`config.mk`:
```
export PLATFORM = sky130hd
export DESIGN_NAME = serial_panel_writer
export DESIGN_NICKNAME = d
export VERILOG_FILES = /design/src/rtl/panel_wr_pkg.sv /design/src/rtl/phase_tick.sv /design/src/rtl/frame_engine.sv /design/src/rtl/serial_panel_writer.sv
export SDC_FILE = /design/constraint.sdc
export NUM_CORES = 1
export LEC_CHECK = 0
export ABC_AREA = 1
export BUFFER_PORTS_ARGS = -buffer_cell sky130_fd_sc_hd__buf_2
export CELL_PAD_IN_SITES_DETAIL_PLACEMENT = 1
export CELL_PAD_IN_SITES_GLOBAL_PLACEMENT = 2
export CORE_ASPECT_RATIO = 0.5
export CORE_MARGIN = 2
export CORE_UTILIZATION = 38
export CTS_CLUSTER_SIZE = 28
export DETAILED_ROUTE_END_ITERATION = 12
export GPL_ROUTABILITY_DRIVEN = 0
export PLACE_DENSITY_LB_ADDON = 0.1
export SYNTH_ARGS = -nofsm -noshare
export SYNTH_HDL_FRONTEND = slang
export SYNTH_SLANG_ARGS = --single-unit
```
`constraint.sdc`:
```
create_clock -name clk -period 2.3 [get_ports clk]
set_input_delay 0.345 -clock clk [delete_from_list [all_inputs] [get_ports clk]]
set_output_delay 0.345 -clock clk [all_outputs]
set_load 0.005 [all_outputs]
```
`src/rtl/panel_wr_pkg.sv`:
```
package panel_wr_pkg;

    // Phases of one serial frame
    typedef enum logic [2:0] {
        PH_IDLE,
        PH_PRE,
        PH_LEAD,
        PH_LO,
        PH_HI,
        PH_GAP,
        PH_POST
    } phase_e;

    // Request sequencing: index frame, then optional value frame
    typedef enum logic [2:0] {
        SQ_IDLE,
        SQ_IDX_GO,
        SQ_IDX_WAIT,
        SQ_DAT_GO,
        SQ_DAT_WAIT
    } seq_e;

endpackage

```
`src/rtl/phase_tick.sv`:
```
module phase_tick #(
    parameter int DIV = 100
) (
    input  logic clk,
    input  logic rst_n,
    input  logic clr,
    output logic tick
);
    localparam int CW = $clog2(DIV + 1);

    logic [CW-1:0] cnt_d, cnt_q;

    always_comb begin
        tick  = (cnt_q == CW'(DIV - 1));
        cnt_d = (clr || tick) ? '0 : cnt_q + 1'b1;
    end

    always_ff @(posedge clk or negedge rst_n) begin
        if (!rst_n) cnt_q <= '0;
        else        cnt_q <= cnt_d;
    end


    cnt_bound_chk: assert property (@(posedge clk) disable iff (!rst_n)
        cnt_q <= CW'(DIV - 1));

endmodule

```
`src/rtl/frame_engine.sv`:
```
module frame_engine
    import panel_wr_pkg::*;
#(
    parameter int DIV    = 100,
    parameter int CMD_W  = 8,
    parameter int PAY_W  = 16,
    parameter int T_PRE  = 1,
    parameter int T_LEAD = 10,
    parameter int T_LO   = 1,
    parameter int T_HI   = 1,
    parameter int T_GAP  = 3,
    parameter int T_POST = 1
) (
    input  logic             clk,
    input  logic             rst_n,
    input  logic             start,
    input  logic [CMD_W-1:0] cmd,
    input  logic [PAY_W-1:0] payload,
    output logic             cs_n,
    output logic             sclk,
    output logic             sdo,
    output logic             busy,
    output logic             fin
);
    localparam int FRAME_BITS = CMD_W + PAY_W;
    localparam int BW = $clog2(FRAME_BITS);
    localparam int UW = $clog2(T_PRE + T_LEAD + T_LO + T_HI + T_GAP + T_POST + 1);

    typedef struct packed {
        phase_e                ph;
        logic [UW-1:0]         units;
        logic [BW-1:0]         bit_idx;
        logic [FRAME_BITS-1:0] sh;
    } eng_t;

    localparam eng_t ENG_RST = '{ph: PH_IDLE, units: '0, bit_idx: '0, sh: '0};

    eng_t d, q;
    logic tick;

    function automatic logic [UW-1:0] span(input phase_e p);
        case (p)
            PH_PRE:  span = UW'(T_PRE - 1);
            PH_LEAD: span = UW'(T_LEAD - 1);
            PH_LO:   span = UW'(T_LO - 1);
            PH_HI:   span = UW'(T_HI - 1);
            PH_GAP:  span = UW'(T_GAP - 1);
            PH_POST: span = UW'(T_POST - 1);
            default: span = '0;
        endcase
    endfunction

    phase_tick #(.DIV(DIV)) u_tick (
        .clk  (clk),
        .rst_n(rst_n),
        .clr  (q.ph == PH_IDLE),
        .tick (tick)
    );

    always_comb begin
        d   = q;
        fin = 1'b0;
        if (q.ph == PH_IDLE) begin
            if (start) begin
                d.ph      = PH_PRE;
                d.units   = span(PH_PRE);
                d.bit_idx = '0;
                d.sh      = {cmd, payload};
            end
        end else if (tick) begin
            if (q.units != '0) begin
                d.units = q.units - 1'b1;
            end else begin
                case (q.ph)
                    PH_PRE:  d.ph = PH_LEAD;
                    PH_LEAD: d.ph = PH_LO;
                    PH_LO:   d.ph = PH_HI;
                    PH_HI:   d.ph = PH_GAP;
                    PH_GAP: begin
                        if (q.bit_idx == BW'(FRAME_BITS - 1)) begin
                            d.ph = PH_POST;
                        end else begin
                            d.ph      = PH_LO;
                            d.bit_idx = q.bit_idx + 1'b1;
                            d.sh      = {q.sh[FRAME_BITS-2:0], 1'b0};
                        end
                    end
                    default: begin
                        d.ph = PH_IDLE;
                        fin  = 1'b1;
                    end
                endcase
                d.units = span(d.ph);
            end
        end
    end

    always_ff @(posedge clk or negedge rst_n) begin
        if (!rst_n) q <= ENG_RST;
        else        q <= d;
    end

    assign cs_n = (q.ph == PH_IDLE) || (q.ph == PH_PRE) || (q.ph == PH_POST);
    assign sclk = (q.ph != PH_LO);
    assign sdo  = ((q.ph == PH_LO) || (q.ph == PH_HI)) ? q.sh[FRAME_BITS-1] : 1'b1;
    assign busy = (q.ph != PH_IDLE);


    sdo_hold_chk: assert property (@(posedge clk) disable iff (!rst_n)
        (q.ph == PH_HI) |-> $stable(sdo));


    frame_len_chk: assert property (@(posedge clk) disable iff (!rst_n)
        fin |-> (q.bit_idx == BW'(FRAME_BITS - 1)));


    lead_entry_chk: assert property (@(posedge clk) disable iff (!rst_n)
        $fell(cs_n) |-> ($past(q.ph) == PH_PRE));

endmodule

```
`src/rtl/serial_panel_writer.sv`:
```
module serial_panel_writer
    import panel_wr_pkg::*;
#(
    parameter int             TICK_DIV = 100,
    parameter int             PAY_W    = 16,
    parameter int             CMD_W    = 8,
    parameter logic [CMD_W-1:0] CMD_IDX = 8'h70,
    parameter logic [CMD_W-1:0] CMD_VAL = 8'h72,
    parameter int             T_PRE    = 1,
    parameter int             T_LEAD   = 10,
    parameter int             T_LO     = 1,
    parameter int             T_HI     = 1,
    parameter int             T_GAP    = 3,
    parameter int             T_POST   = 1
) (
    input  logic             clk,
    input  logic             rst_n,
    input  logic             req_valid,
    output logic             req_ready,
    input  logic             req_index_only,
    input  logic [PAY_W-1:0] req_index,
    input  logic [PAY_W-1:0] req_value,
    output logic             done,
    output logic             cs_n,
    output logic             sclk,
    output logic             sdo
);
    typedef struct packed {
        seq_e             st;
        logic             only;
        logic [PAY_W-1:0] idx;
        logic [PAY_W-1:0] val;
        logic             done;
    } seq_t;

    localparam seq_t SEQ_RST = '{st: SQ_IDLE, only: 1'b0, idx: '0, val: '0, done: 1'b0};

    seq_t d, q;
    logic             eng_start, eng_busy, eng_fin;
    logic [CMD_W-1:0] eng_cmd;
    logic [PAY_W-1:0] eng_pay;

    always_comb begin
        d         = q;
        d.done    = 1'b0;
        req_ready = (q.st == SQ_IDLE);
        eng_start = (q.st == SQ_IDX_GO) || (q.st == SQ_DAT_GO);
        eng_cmd   = (q.st == SQ_DAT_GO) ? CMD_VAL : CMD_IDX;
        eng_pay   = (q.st == SQ_DAT_GO) ? q.val : q.idx;
        case (q.st)
            SQ_IDLE: begin
                if (req_valid) begin
                    d.st   = SQ_IDX_GO;
                    d.only = req_index_only;
                    d.idx  = req_index;
                    d.val  = req_value;
                end
            end
            SQ_IDX_GO: d.st = SQ_IDX_WAIT;
            SQ_IDX_WAIT: begin
                if (eng_fin) begin
                    if (q.only) begin
                        d.st   = SQ_IDLE;
                        d.done = 1'b1;
                    end else begin
                        d.st = SQ_DAT_GO;
                    end
                end
            end
            SQ_DAT_GO: d.st = SQ_DAT_WAIT;
            SQ_DAT_WAIT: begin
                if (eng_fin) begin
                    d.st   = SQ_IDLE;
                    d.done = 1'b1;
                end
            end
            default: d.st = SQ_IDLE;
        endcase
    end

    always_ff @(posedge clk or negedge rst_n) begin
        if (!rst_n) q <= SEQ_RST;
        else        q <= d;
    end

    assign done = q.done;

    frame_engine #(
        .DIV   (TICK_DIV),
        .CMD_W (CMD_W),
        .PAY_W (PAY_W),
        .T_PRE (T_PRE),
        .T_LEAD(T_LEAD),
        .T_LO  (T_LO),
        .T_HI  (T_HI),
        .T_GAP (T_GAP),
        .T_POST(T_POST)
    ) u_engine (
        .clk    (clk),
        .rst_n  (rst_n),
        .start  (eng_start),
        .cmd    (eng_cmd),
        .payload(eng_pay),
        .cs_n   (cs_n),
        .sclk   (sclk),
        .sdo    (sdo),
        .busy   (eng_busy),
        .fin    (eng_fin)
    );


    busy_after_accept_chk: assert property (@(posedge clk) disable iff (!rst_n)
        (req_valid && req_ready) |=> !req_ready);


    no_ready_in_frame_chk: assert property (@(posedge clk) disable iff (!rst_n)
        !cs_n |-> !req_ready);


    done_single_chk: assert property (@(posedge clk) disable iff (!rst_n)
        done |=> !done);


    done_idle_chk: assert property (@(posedge clk) disable iff (!rst_n)
        done |-> (req_ready && cs_n));


    no_overlap_chk: assert property (@(posedge clk) disable iff (!rst_n)
        eng_start |-> !eng_busy);

endmodule

```
# Yosys cells after proc, flatten, opt, wreduce, memory -nomap -nowiden
# Index checks and enable logic that the tools add are counted.
# word_totals
regBits	81
latch_bits	0
mem_bits_rw	0
romBits	0
n_memories	0
# classes
add_sub_neg	3
n_mul	0
div_mod_pow	0
magnitude_cmp	0
n_eq_ne	21
shift	0
n_mux	31
bitwise	0
n_reduce_logical	16
# ops
cell	count
37-bit 2-to-1 mux	3
29-bit 2-to-1 mux	3
36-bit 2-to-1 mux	1
3-bit case mux with 5 select lines	2
3-bit 2-to-1 mux	7
16-bit 2-to-1 mux	1
3-bit by 2-bit equality test with 1-bit output (second input constant)	5
3-bit equality test (second input constant)	5
2-bit != test (second input constant)	6
1-bit 2-to-1 mux	8
4-bit case mux with 2 select lines	1
7-bit by 1-bit adder with 7-bit output (second input constant)	1
7-bit equality test (second input constant)	1
7-bit 2-to-1 mux	1
3-bit by 1-bit equality test with 1-bit output (second input constant)	2
3-bit logical NOT	2
3-bit AND reduction	2
5-bit by 1-bit adder with 5-bit output (second input constant)	1
5-bit equality test (second input constant)	1
1-bit logical OR	5
5-bit 2-to-1 mux	1
5-bit AND reduction	1
5-bit nonzero test	1
5-bit OR reduction	1
other kinds (6)	9

# Longest topological paths before layout
# Gate-level depths: netlist of run 1.
# logic_depth
depth_word	11
depth_mapped	11
ltp_nobuf	10

# Modules after synthesis
# Synthesis of run 1 repeated with hierarchy kept, for this count alone.
# hier_totals
cells_unflattened	579
hier_area_um2	4286.6
# modules_own_cells
module	instances	cells_per_inst	area_each_um2
frame_engine	1	307	2130.8
serial_panel_writer	1	230	1789.2
phase_tick	1	42	366.6

# Least setup slack after synthesis of run 1
# OpenSTA, ideal clock, no wires.
# synth_timing
path_kind	flip-flop to flip-flop
from	register u_engine.q[24] (netlist bit)
to	register u_engine.q[0] (netlist bit)
setup_ns	0.122
arrival_ns	1.474
setup_slack_ns	0.704
path_stages_with_launch	12
n_path_buf	2
period_less_slack_ns	1.596
path_cell_list	dfrtp_1 > ha_1 > nand2_1 > inv_1 > nand2_1 > nand2_1 > nand2_2 > nand4_1 > buf_4 > buf_6 > nand2_1 > nand2_1
# synth_between
elab_chain_len	3
# synth_lines
element	line	source
from (decl)	frame_engine.sv:38	eng_t d, q;
from (signal assigned)	frame_engine.sv:99	if (!rst_n) q <= ENG_RST;
from (signal assigned)	frame_engine.sv:100	else q <= d;
5-bit equality test	frame_engine.sv:80	if (q.bit_idx == BW'(FRAME_BITS - 1)) begin
2-bit != test (no line)	-	
5-bit AND reduction (no line)	-	
# No other way between the ends.
# A chain may end at the register's enable or synchronous reset.

# Final worst setup path of run 1
# layout_timing
from	register u_engine.q[34] (netlist bit)
to	output sdo
# layout_between
elab_chain_len	3
word_cells_on_any_way	4
cone_classes	2 x eq/ne; 1 x mux; 1 x reduce/logical
# layout_lines
element	line	source
3-bit by 2-bit equality test with 1-bit output or 3-bit equality test (tied branches)	frame_engine.sv:105	assign sdo = ((q.ph == PH_LO) || (q.ph == PH_HI)) ? q.sh[FRAME_BITS-1] : 1'b1;
1-bit logical OR (*)	frame_engine.sv:105	
1-bit 2-to-1 mux (*)	frame_engine.sv:105	
to (decl)	serial_panel_writer.sv:26	output logic sdo
# Mark *: on every way between the ends. The rest lies on a longest branch, timed or not.

==> results.md, run 1 <==
• **combined area of all synthesized cells** 3984 um2
• **CTS clock-pin slew for the worst setup and hold paths** 0.06 ns
• **count of maximum capacitance violations** 0
• **antenna violations before repair** 0
• **clock tree from TritonCTS** yes
• **clock period minus worst slack** 1.942 ns
• **Yosys Warn Count** 0
• **class of the worst hold path** in -> async
• **mean cell area of the mapped netlist** 8.114 um2
• **aggregate negative setup slack** 0 ns
• **mux contribution to synthesized area** 2.827%
• **CTS Buf Count** 9
• **share of the clock period used by the worst path** 84.45%
• **GRT Residual Overflow** 0
• **prevailing post-synth register cell** dfrtp_1
• **register-to-register setup slack** 0.46 ns
• **Power Dens Cells** 679.2 nW/um2
• **CTS HTree Levels** 3
• **number of setup buffers added after CTS** 0
• **area inside the core boundary** 10,210 um2
• **count of different cell masters after synthesis** 32
• **WL per Instance** 14.05 um
• **class of the most critical setup path** reg -> out
• **GRT Overall Usage** 18.33%
• **post_cts resized** 0
• **First-pass DRT Iterations** 4
• **Setup-failing EPs final** 0
• **sum of net half-perimeters after detailed placement** 6.629 mm
• **slew of the pin with the lowest slew margin** 0.7053 ns
• **Routed Antenna Nets** 0
• **total nets after synthesis** 531
• **final wirelength** 9.526 mm
• **Critical Path AT** 1.60 ns
• **total via count after detailed routing** 3,293
• **Starting DRT DRC Count** 137
• **IR Drop Worst-Case VDD** 427.1 uV
• **Die Width** 148.8 um
• **complex-gate fraction of the synthesized area** 9.862%
• **nature of the critical path endpoint** primary output
• **fmax** 514.8 MHz
• **die footprint** 11,370 um2
• **leakage power** 2.433 nW
• **fraction of layout cells with a size suffix above 1** 17.10%
• **result of the run** finished, final reports clean
• **number of input and output port buffers inserted** 40
• **number of primary I/O pins** 41
• **xor and xnor fraction of the mapped netlist area** 0.6595%
• **ANT cells** 0
• **first-pass GRT wire length** 16.62 mm
• **overall power** 3.180 mW
• **category of the worst setup path launch point** register
• **FF+latch count, synth** 81
• **instance area at placement** 4327 um2
• **end of the worst register-to-register path** u_engine.q[5]
• **Worst EP required** 1.96 ns
• **via count normalized by instance count** 4.857
• **area fraction in and, or, nand and nor cells after synthesis** 26.22%
• **number of flops mapped to enable cells by yosys** 0
• **main combinational cell family by area after synthesis** simple AND/OR/NAND/NOR gates
• **number of nets in the final layout** 573
• **final number of hold-violating endpoints** 0
• **initial standard-cell utilization of the core** 39.00%
• **maximum buffer depth of the clock tree** 2
• **maximum number of pins on one net before global-route repair** 54
• **async set-reset flop share out of synthesis** 100.0%
• **Root Buffer** clkbuf_16
• **relative slew slack** 52.98%
• **FP Rows** 26
• **DRC violation count after routing** 0
• **top fanout value on the critical path** 6
• **clock sink count** 81
• **via count of the first global-routing pass** 3,429
• **vertical die dimension** 76.40 um
• **logic depth of the worst register-to-register path** 10
• **clock tree skew after final layout** 0.006827 ns
• **source of the worst register-to-register timing path** u_engine.q[24]
• **RSZ-0062 raised after global routing** false
• **Layout area overhead** 17.53%
• **hold buffer count at CTS** 0
• **clk_lat worst skew** 0.34 ns
• **part of the Yosys area used for sequential elements** 50.88%
• **final non-filler cell area** 4682 um2
• **max-slew violations** 0
• **Mapped Cells** 491
• **synthesized-area fraction occupied by adder cells** 1.256%
## where the power goes
| part | internal [mW] | switching [mW] | total (mW) |
|---|---|---|---|
| Clock | 1.12 | 0.571 | 1.69 |
| Sequential | 1.42 | 0 | 1.42 |
| Combinational | 0.0245 | 0.0370 | 0.0615 |
| Total | 2.57 | 0.608 | 3.18 |
## registers in the layout, summed over array words and instances (netlist names)
| signal | count |
|---|---|
| done | 1 |
| u_engine.q | 37 |
| u_engine.u_tick.cnt_q | 7 |
| q | 36 |
## layout make-up
| cell class | instances | area, um2 |
|---|---|---|
| Clock buffer | 12 | 256.5 |
| Inverter | 58 | 220.2 |
| Timing Repair Buffer | 48 | 275.3 |
| Fill cell | 1254 | 5533 |
| Tap cell | 140 | 175.2 |
| Multi-Input combinational cell | 335 | 1629 |
| Clock inverter | 4 | 98.84 |
| Sequential cell | 81 | 2027 |
## logic make-up (layout without fill, tap and decap cells)
family / after synthesis / in the layout
fa+ha+maj: 4 / 4
xor+xnor: 3 / 3
flops: 81 / 81
compound gates: 77 / 77
mux: 10 / 10
buf+inv: 75 / 122
simple gates: 241 / 241
## synth_stat cells, types with 2 or more instances
cell type	n	area [um2]
o21ai_0	37	185.2
buf_2	9	45.04
nand2_2	2	12.51
nor2_1	50	187.7
nor3_1	2	10.01
nand3_1	17	85.08
buf_6	3	33.78
dfrtp_1	81	2027
inv_2	4	15.01
nand4_1	13	81.33
inv_1	53	198.9
nand3_4	2	35.03
mux2_2	10	112.6
xnor2_1	2	17.52
ha_1	4	50.05
or2_2	4	25.02
a21oi_1	36	180.2
nand3_2	2	20.02
buf_4	3	22.52
nand2_1	145	544.3
## metrics by stage
stage,hold WS [ns],instances,setup WS (ns),util [%]
after floorplan,0.04941,491,0.7044,-
after global placement,0.4457,662,0.5071,42.36
after global routing,0.1104,678,0.1624,45.84
final,0.04851,678,0.3577,45.84
after detailed placement,0.4489,662,0.4354,42.36
after CTS,0.08249,678,0.3188,45.84
## placed cells by master (no fill, tap or decap), types with 2 or more instances in the layout
cell type,instances
a21oi_1,36
o21ai_0,37
clkbuf_8,2
nand4_1,13
clkbuf_16,9
nand3_2,2
inv_2,4
buf_2,39
buf_4,8
xnor2_1,2
bufinv_16,3
nand3_4,2
mux2_2,10
or2_2,4
nand3_1,17
dfrtp_1,81
ha_1,4
nand2_2,3
nor2_1,50
nand2_1,144
nor3_1,2
inv_1,53
## layer usage
layer / part of all wire [%] / up-vias / wire, um / global-route usage [%]
li1: - / 1643 / - / -
met3: 2.4 / 8 / 228 / 4.371
met2: 48 / 27 / 4586 / 30.83
met5: 0 / - / 0 / 0
met4: 0.69 / 0 / 66 / 4.857
met1: 49 / 1615 / 4644 / 23.86
## worst max path at each step
| stage | from | endpoint | slack [ns] |
|---|---|---|---|
| floorplan | u_engine.q[24] | u_engine.q[0] | 0.70 |
| global placement | u_engine.q[24] | u_engine.q[7] | 0.51 |
| detailed placement | u_engine.q[24] | u_engine.q[5] | 0.44 |
| CTS | u_engine.q[34] | sdo | 0.32 |
| global route | u_engine.q[34] | sdo | 0.16 |
| finish | u_engine.q[34] | sdo | 0.36 |
## worst max-delay path: stages, from the launching register on
cell and delay, ns:
dfrtp_1 0.46, inv_2 0.14, nand2_1 0.09, o21ai_0 0.33, nand2_1 0.10, buf_2 0.15
(Power assumes the default switching activity.)
==> run 2, diff against run 1 <==
- CORE_UTILIZATION: 38 -> 35
- clock period: 2.3 -> 1.8 ns (I/O delays scaled with it)
==> results.md, run 2 (same netlist as run 1, synthesis figures left out) <==
• **die footprint** 12,300 um2, +8.2%
• **global-route layer with the greatest usage** met2
• **CTS clock-pin slew for the worst setup and hold paths** 0.07 ns, about the same
• **sum of net half-perimeters after detailed placement** 6.500 mm, -1.9%
• **fmax** 592.7 MHz
• **relative slew slack** 65.76%, +13 points
• **maximum buffer depth of the clock tree** 2, unchanged
• **share of the clock period used by the worst path** 93.73%
• **antenna violations before repair** 0, unchanged
• **IR Drop Worst-Case VDD** 402.9 uV, -5.7%
• **filler cell count in the final layout** 1,340, +6.9%
• **via count of the first global-routing pass** 3,507, +2.3%
• **class of the worst hold path** in -> reg
• **Biggest register** u_engine.q
• **CTS Buf Count** 9, unchanged
• **met2 usage in global routing** 28.18%, -2.7 points
• **GRT Residual Overflow** 0, unchanged
• **RSZ-0062 raised after global routing** false
• **maximum number of pins on one net before global-route repair** 58, +7.4%
• **GRT Overall Usage** 17.61%, -0.72 points
• **number of primary I/O pins** 41, unchanged
• **leading cell types in the layout, fill and taps excluded** nand2_1, dfrtp_1, inv_1, nor2_1, buf_2
• **GRT met3 Usage** 4.126%, -0.25 points
• **DRC violation count after routing** 0, unchanged
• **First-pass DRT Iterations** 4, unchanged
• **Root Buffer** clkbuf_16
• **registers with the highest flip-flop counts** u_engine.q: 37 flops, q: 36 flops, u_engine.u_tick.cnt_q: 7 flops
• **max-slew violations** 0, unchanged
• **final wirelength** 9.613 mm, +0.91%
• **clock tree skew after final layout** 0.006417 ns, -0.0004101 ns
• **total via count after detailed routing** 3,305, +0.36%
• **Routed Antenna Nets** 0, unchanged
• **result of the run** finished, final reports clean
• **top fanout value on the critical path** 5, -1
• **category of the worst setup path launch point** register
• **Layout area overhead** 21.36%
• **via count normalized by instance count** 4.749, -2.2%
• **clock sink count** 81, unchanged
• **clk_lat worst skew** 0.34 ns, about the same
• **vertical die dimension** 79.44 um, +4.0%
• **initial standard-cell utilization of the core** 36.06%, -2.9 points
• **clock period minus worst slack** 1.687 ns
• **nature of the critical path endpoint** primary output
• **Setup-failing EPs final** 0, unchanged
• **Worst EP required** 1.53 ns, -0.43 ns
• **leading cell type in the layout, fill and taps excluded** nand2_1
• **Power Dens Cells** 787.0 nW/um2, +16%
• **FP Rows** 27, +3.8%
• **fraction of layout cells with a size suffix above 1** 20.33%, +3.2 points
• **Critical Path AT** 1.42 ns, -0.18 ns
• **ANT cells** 0, unchanged
• **count of maximum capacitance violations** 0, unchanged
• **CTS HTree Levels** 3, unchanged
• **number of input and output port buffers inserted** 40, unchanged
• **number of standard cells in the layout, taps in and fillers out** 696, +2.7%
• **class of the most critical setup path** reg -> out
• **aggregate negative setup slack** 0 ns, unchanged
• **number of placed instances, taps included** 678, +2.4%
• **WL per Instance** 13.81 um, -1.7%
• **Largest register FFs** 37, unchanged
• **Starting DRT DRC Count** 128, -6.6%
• **final number of hold-violating endpoints** 0, unchanged
• **leakage power** 2.484 nW, +2.1%
• **Die Width** 154.9 um, +4.1%
• **number of nets in the final layout** 586, +2.3%
• **first-pass GRT wire length** 17.04 mm, +2.5%
• **area inside the core boundary** 11,050 um2, +8.1%
• **slew of the pin with the lowest slew margin** 0.5136 ns, -0.1917 ns
• **clock tree from TritonCTS** yes
• **global-route met1 utilization** 24.07%, +0.21 points
==> run 2: cell count changes in the layout (fill, tap and decap cells not counted), moves of 2 or more <==
| cell | previous run | this run |
|---|---|---|
| dfrtp_1 | 81 | 79 |
| bufinv_16 | 3 | 1 |
| inv_1 | 53 | 51 |
| dfrtp_2 | 0 | 2 |
| buf_4 | 8 | 14 |
| inv_2 | 4 | 6 |
| buf_12 | 1 | 6 |
==> run 2: repair_timing <==
action	4_1_cts	5_1_grt
hold endpoints to repair	33	0
pin swaps	0	1
buffers inserted	0	1
hold buffers	1	0
gates resized for setup	1	10
endpoints found under the setup margin	2	30
==> run 2: layer usage <==
layer | wire length (um) | vias up | part of all wire, %
met5 | 0 | - | 0
met4 | 106 | 0 | 1.1
met3 | 250 | 12 | 2.6
met2 | 4280 | 30 | 45
met1 | 4976 | 1590 | 52
li1 | - | 1673 | -
==> run 2: power by group <==
| group | switching [mW] | internal [mW] |
|---|---|---|
| Clock | 0.776 | 1.12 |
| Sequential | 0 | 1.82 |
| Combinational | 0.0488 | 0.0372 |
| Total | 0.824 | 2.98 |
==> run 2: final timing paths <==
kind	slack, ns	endpoint	cells past startpoint	start
min	0.16	q[31]	2	req_index[14]
max	0.11	sdo	5	u_engine.q[35]
max in group asynchronous	0.85	u_engine.q[29]	3	rst_n
min reg2reg	0.46	u_engine.q[19]	2	u_engine.q[19]
max reg2reg	0.16	u_engine.q[1]	11	u_engine.u_tick.cnt_q[0]
min in group asynchronous	0.43	q[5]	2	rst_n
==> run 2: final cells by class <==
class	instances	area [um2]	area share, %
clock inverters	5	63.81	1.320
repair buffers	61	441.7	9.136
multi-input cells	335	1655	34.24
inverters	58	220.2	4.555
flip-flops and latches	81	2029	41.98
clock buffers	11	242.7	5.021
well taps	145	181.4	3.753
==> run 2: through the flow <==
stage | hold slack, ns | util (%) | area (um2) | setup WS, ns | power, mW
after floorplan | -0.02559 | - | 3984 | 0.2044 | 1.855
after global placement | 0.2822 | 40.54 | 4478 | 0.1122 | 1.942
after detailed placement | 0.2842 | 40.54 | 4478 | 0.08789 | 1.943
after CTS | 0.1455 | 43.40 | 4795 | 0.04211 | 3.874
after global routing | 0.1453 | 43.76 | 4835 | 0.003156 | 3.961
final | 0.1564 | 43.76 | 4835 | 0.1128 | 3.805
==> run 2: worst max-delay path: stages, from the launching register on <==
cell and delay, ns:
dfrtp_2 0.45, inv_2 0.12, nand2_1 0.10, o21ai_2 0.19, nand2_1 0.09, buf_2 0.13
==> run 3, diff against run 2 <==
==> constraint.sdc (replaced) <==
create_clock -name clk -period 1.8 [get_ports clk]
set_input_delay 0.54 -clock clk [delete_from_list [all_inputs] [get_ports clk]]
set_output_delay 0.54 -clock clk [all_outputs]
set_load 0.005 [all_outputs]
==> results.md, run 3 (same netlist as run 1, synthesis figures left out) <==
• **setup slack of the critical path after layout** -0.1062 ns, -0.2190 ns
• **number of placed instances, taps included** 678, unchanged
• **clock tree skew after final layout** 0.006012 ns, -0.0004051 ns
• **Root Buffer** clkbuf_16
• **Setup-failing EPs final** 2, +2
• **final wirelength** 9.620 mm, about the same
• **initial standard-cell utilization of the core** 36.06%, unchanged
• **DRC violation count after routing** 0, unchanged
• **Layout area overhead** 24.81%
• **violations in the final reports** setup timing
• **leading cell type in the layout, fill and taps excluded** nand2_1
• **class of the worst hold path** in -> async
• **leakage power** 2.570 nW, +3.5%
• **Biggest register** u_engine.q
• **via count normalized by instance count** 4.748, about the same
• **category of the worst setup path launch point** register
• **First-pass DRT Iterations** 4, unchanged
• **clock period minus worst slack** 1.906 ns, +0.2190 ns
• **clk_lat worst skew** 0.34 ns, about the same
• **Largest register FFs** 37, unchanged
• **share of the clock period used by the worst path** 105.9%, +12 points
• **top fanout value on the critical path** 4, -1
• **CTS clock-pin slew for the worst setup and hold paths** 0.06 ns, about the same
• **relative slew slack** 78.60%, +13 points
• **fmax** 524.6 MHz, -11%
• **slew of the pin with the lowest slew margin** 0.3210 ns, -0.1926 ns
• **CTS HTree Levels** 3, unchanged
• **Starting DRT DRC Count** 138, +7.8%
• **die footprint** 12,300 um2, unchanged
• **hold buffer count at CTS** 0, -1
• **Post-Place Setup Slack** 0.1100 ns, +0.02211 ns
• **FP Rows** 27, unchanged
• **antenna violations before repair** 0, unchanged
• **class of the most critical setup path** reg -> out
• **area inside the core boundary** 11,050 um2, unchanged
• **Critical Path AT** 1.37 ns, -0.05 ns
• **maximum number of pins on one net before global-route repair** 40, -31%
• **number of input and output port buffers inserted** 40, unchanged
• **RSZ-0062 raised after global routing** true
• **CTS Buf Count** 9, unchanged
• **number of standard cells in the layout, taps in and fillers out** 707, +1.6%
• **Worst EP required** 1.26 ns, -0.27 ns
• **via count of the first global-routing pass** 3,646, +4.0%
• **clock tree from TritonCTS** yes
• **sum of net half-perimeters after detailed placement** 6.479 mm, -0.32%
• **GRT Residual Overflow** 0, unchanged
• **count of maximum capacitance violations** 0, unchanged
• **total via count after detailed routing** 3,357, +1.6%
• **result of the run** finished, violations left
• **leading cell types in the layout, fill and taps excluded** nand2_1, dfrtp_1, inv_1, nor2_1, buf_2
• **Power Dens Cells** 779.1 nW/um2, -1.0%
• **number of nets in the final layout** 598, +2.0%
• **max-slew violations** 0, unchanged
• **registers with the highest flip-flop counts** u_engine.q: 37 flops, q: 36 flops, u_engine.u_tick.cnt_q: 7 flops
• **fraction of layout cells with a size suffix above 1** 22.42%, +2.1 points
• **maximum buffer depth of the clock tree** 2, unchanged
• **GRT Overall Usage** 17.40%, -0.20 points
• **nature of the critical path endpoint** primary output
• **ANT cells** 0, unchanged
• **final number of hold-violating endpoints** 0, unchanged
• **clock sink count** 81, unchanged
• **vertical die dimension** 79.44 um, unchanged
• **first-pass GRT wire length** 17.07 mm, +0.20%
• **IR Drop Worst-Case VDD** 408.1 uV, +1.3%
• **WL per Instance** 13.61 um, -1.5%
• **number of primary I/O pins** 41, unchanged
• **overall power** 3.874 mW, +1.8%
• **Routed Antenna Nets** 0, unchanged
• **Die Width** 154.9 um, unchanged
==> run 3: cell count changes in the layout (fill, tap and decap cells not counted), moves of 2 or more <==
cell / delta
buf_4: +12
clkinv_4: -2
nand2_1: -2
nand2_4: +2
==> run 3: routing by layer <==
| metal | part of all wire [%] | wire length (um) | track usage [%] |
|---|---|---|---|
| met1 | 49 | 4757 | 22.10 |
| met2 | 47 | 4490 | 29.73 |
| met3 | 2.9 | 276 | 4.397 |
| met4 | 1.0 | 96 | 5.000 |
| met5 | 0 | 0 | 0 |
==> run 3: path summary, 6_finish.rpt <==
kind	cells past startpoint	endpoint	start	slack, ns
min in group clk	2	q[16]	req_value[15]	0.43
setup reg to reg	10	u_engine.q[15]	u_engine.q[36]	0.01
hold reg to reg	1	u_engine.u_tick.cnt_q[0]	u_engine.u_tick.cnt_q[0]	0.45
max in group asynchronous	2	u_engine.q[34]	rst_n	1.22
setup / recovery	5	cs_n	u_engine.q[35]	-0.11
hold / removal	1	q[20]	rst_n	0.09
==> run 3: what timing repair did <==
item | 4_1_cts | 5_1_grt
setup buffers | 6 | 7
setup endpoints to repair | 2 | 36
pin swaps | 1 | 4
gates cloned | 0 | 1
resized for setup | 7 | 15
endpoints found under the hold margin | 0 | 0
==> run 3: power by group <==
group	total (mW)	internal (mW)	switching [mW]
registers	1.82	1.82	0
logic	0.0845	0.0372	0.0473
clock network	1.97	1.24	0.727
total	3.87	3.10	0.774
==> run 3: layout make-up <==
class                   instances  area, um2
clock buffers                  10      239.0
clock inverters                 5      80.08
fillers                      1348       6075
inverters                      58      232.7
multi-input cells             335       1663
flip-flops and latches         81       2029
well taps                     145      181.4
repair buffers                 73      546.8
==> run 3: worst max-delay path, cell delays in order (launching register included) <==
cell and delay [ns]:
dfrtp_1 0.42, inv_2 0.09, nand2_2 0.10, o21ai_4 0.06
o31ai_1 0.21, buf_2 0.14
==> run 3: per-stage QoR <==
step,utilization (%),hold WS (ns),setup TNS [ns],cell area (um2)
after global routing,45.01,0.1032,-1.985,4972
final,45.01,0.09040,-0.1471,4972
after CTS,43.89,0.09517,-0.1466,4848
after global placement,40.42,0.4428,0,4466
after floorplan,-,0.2444,0,3984
after detailed placement,40.42,0.4482,0,4466
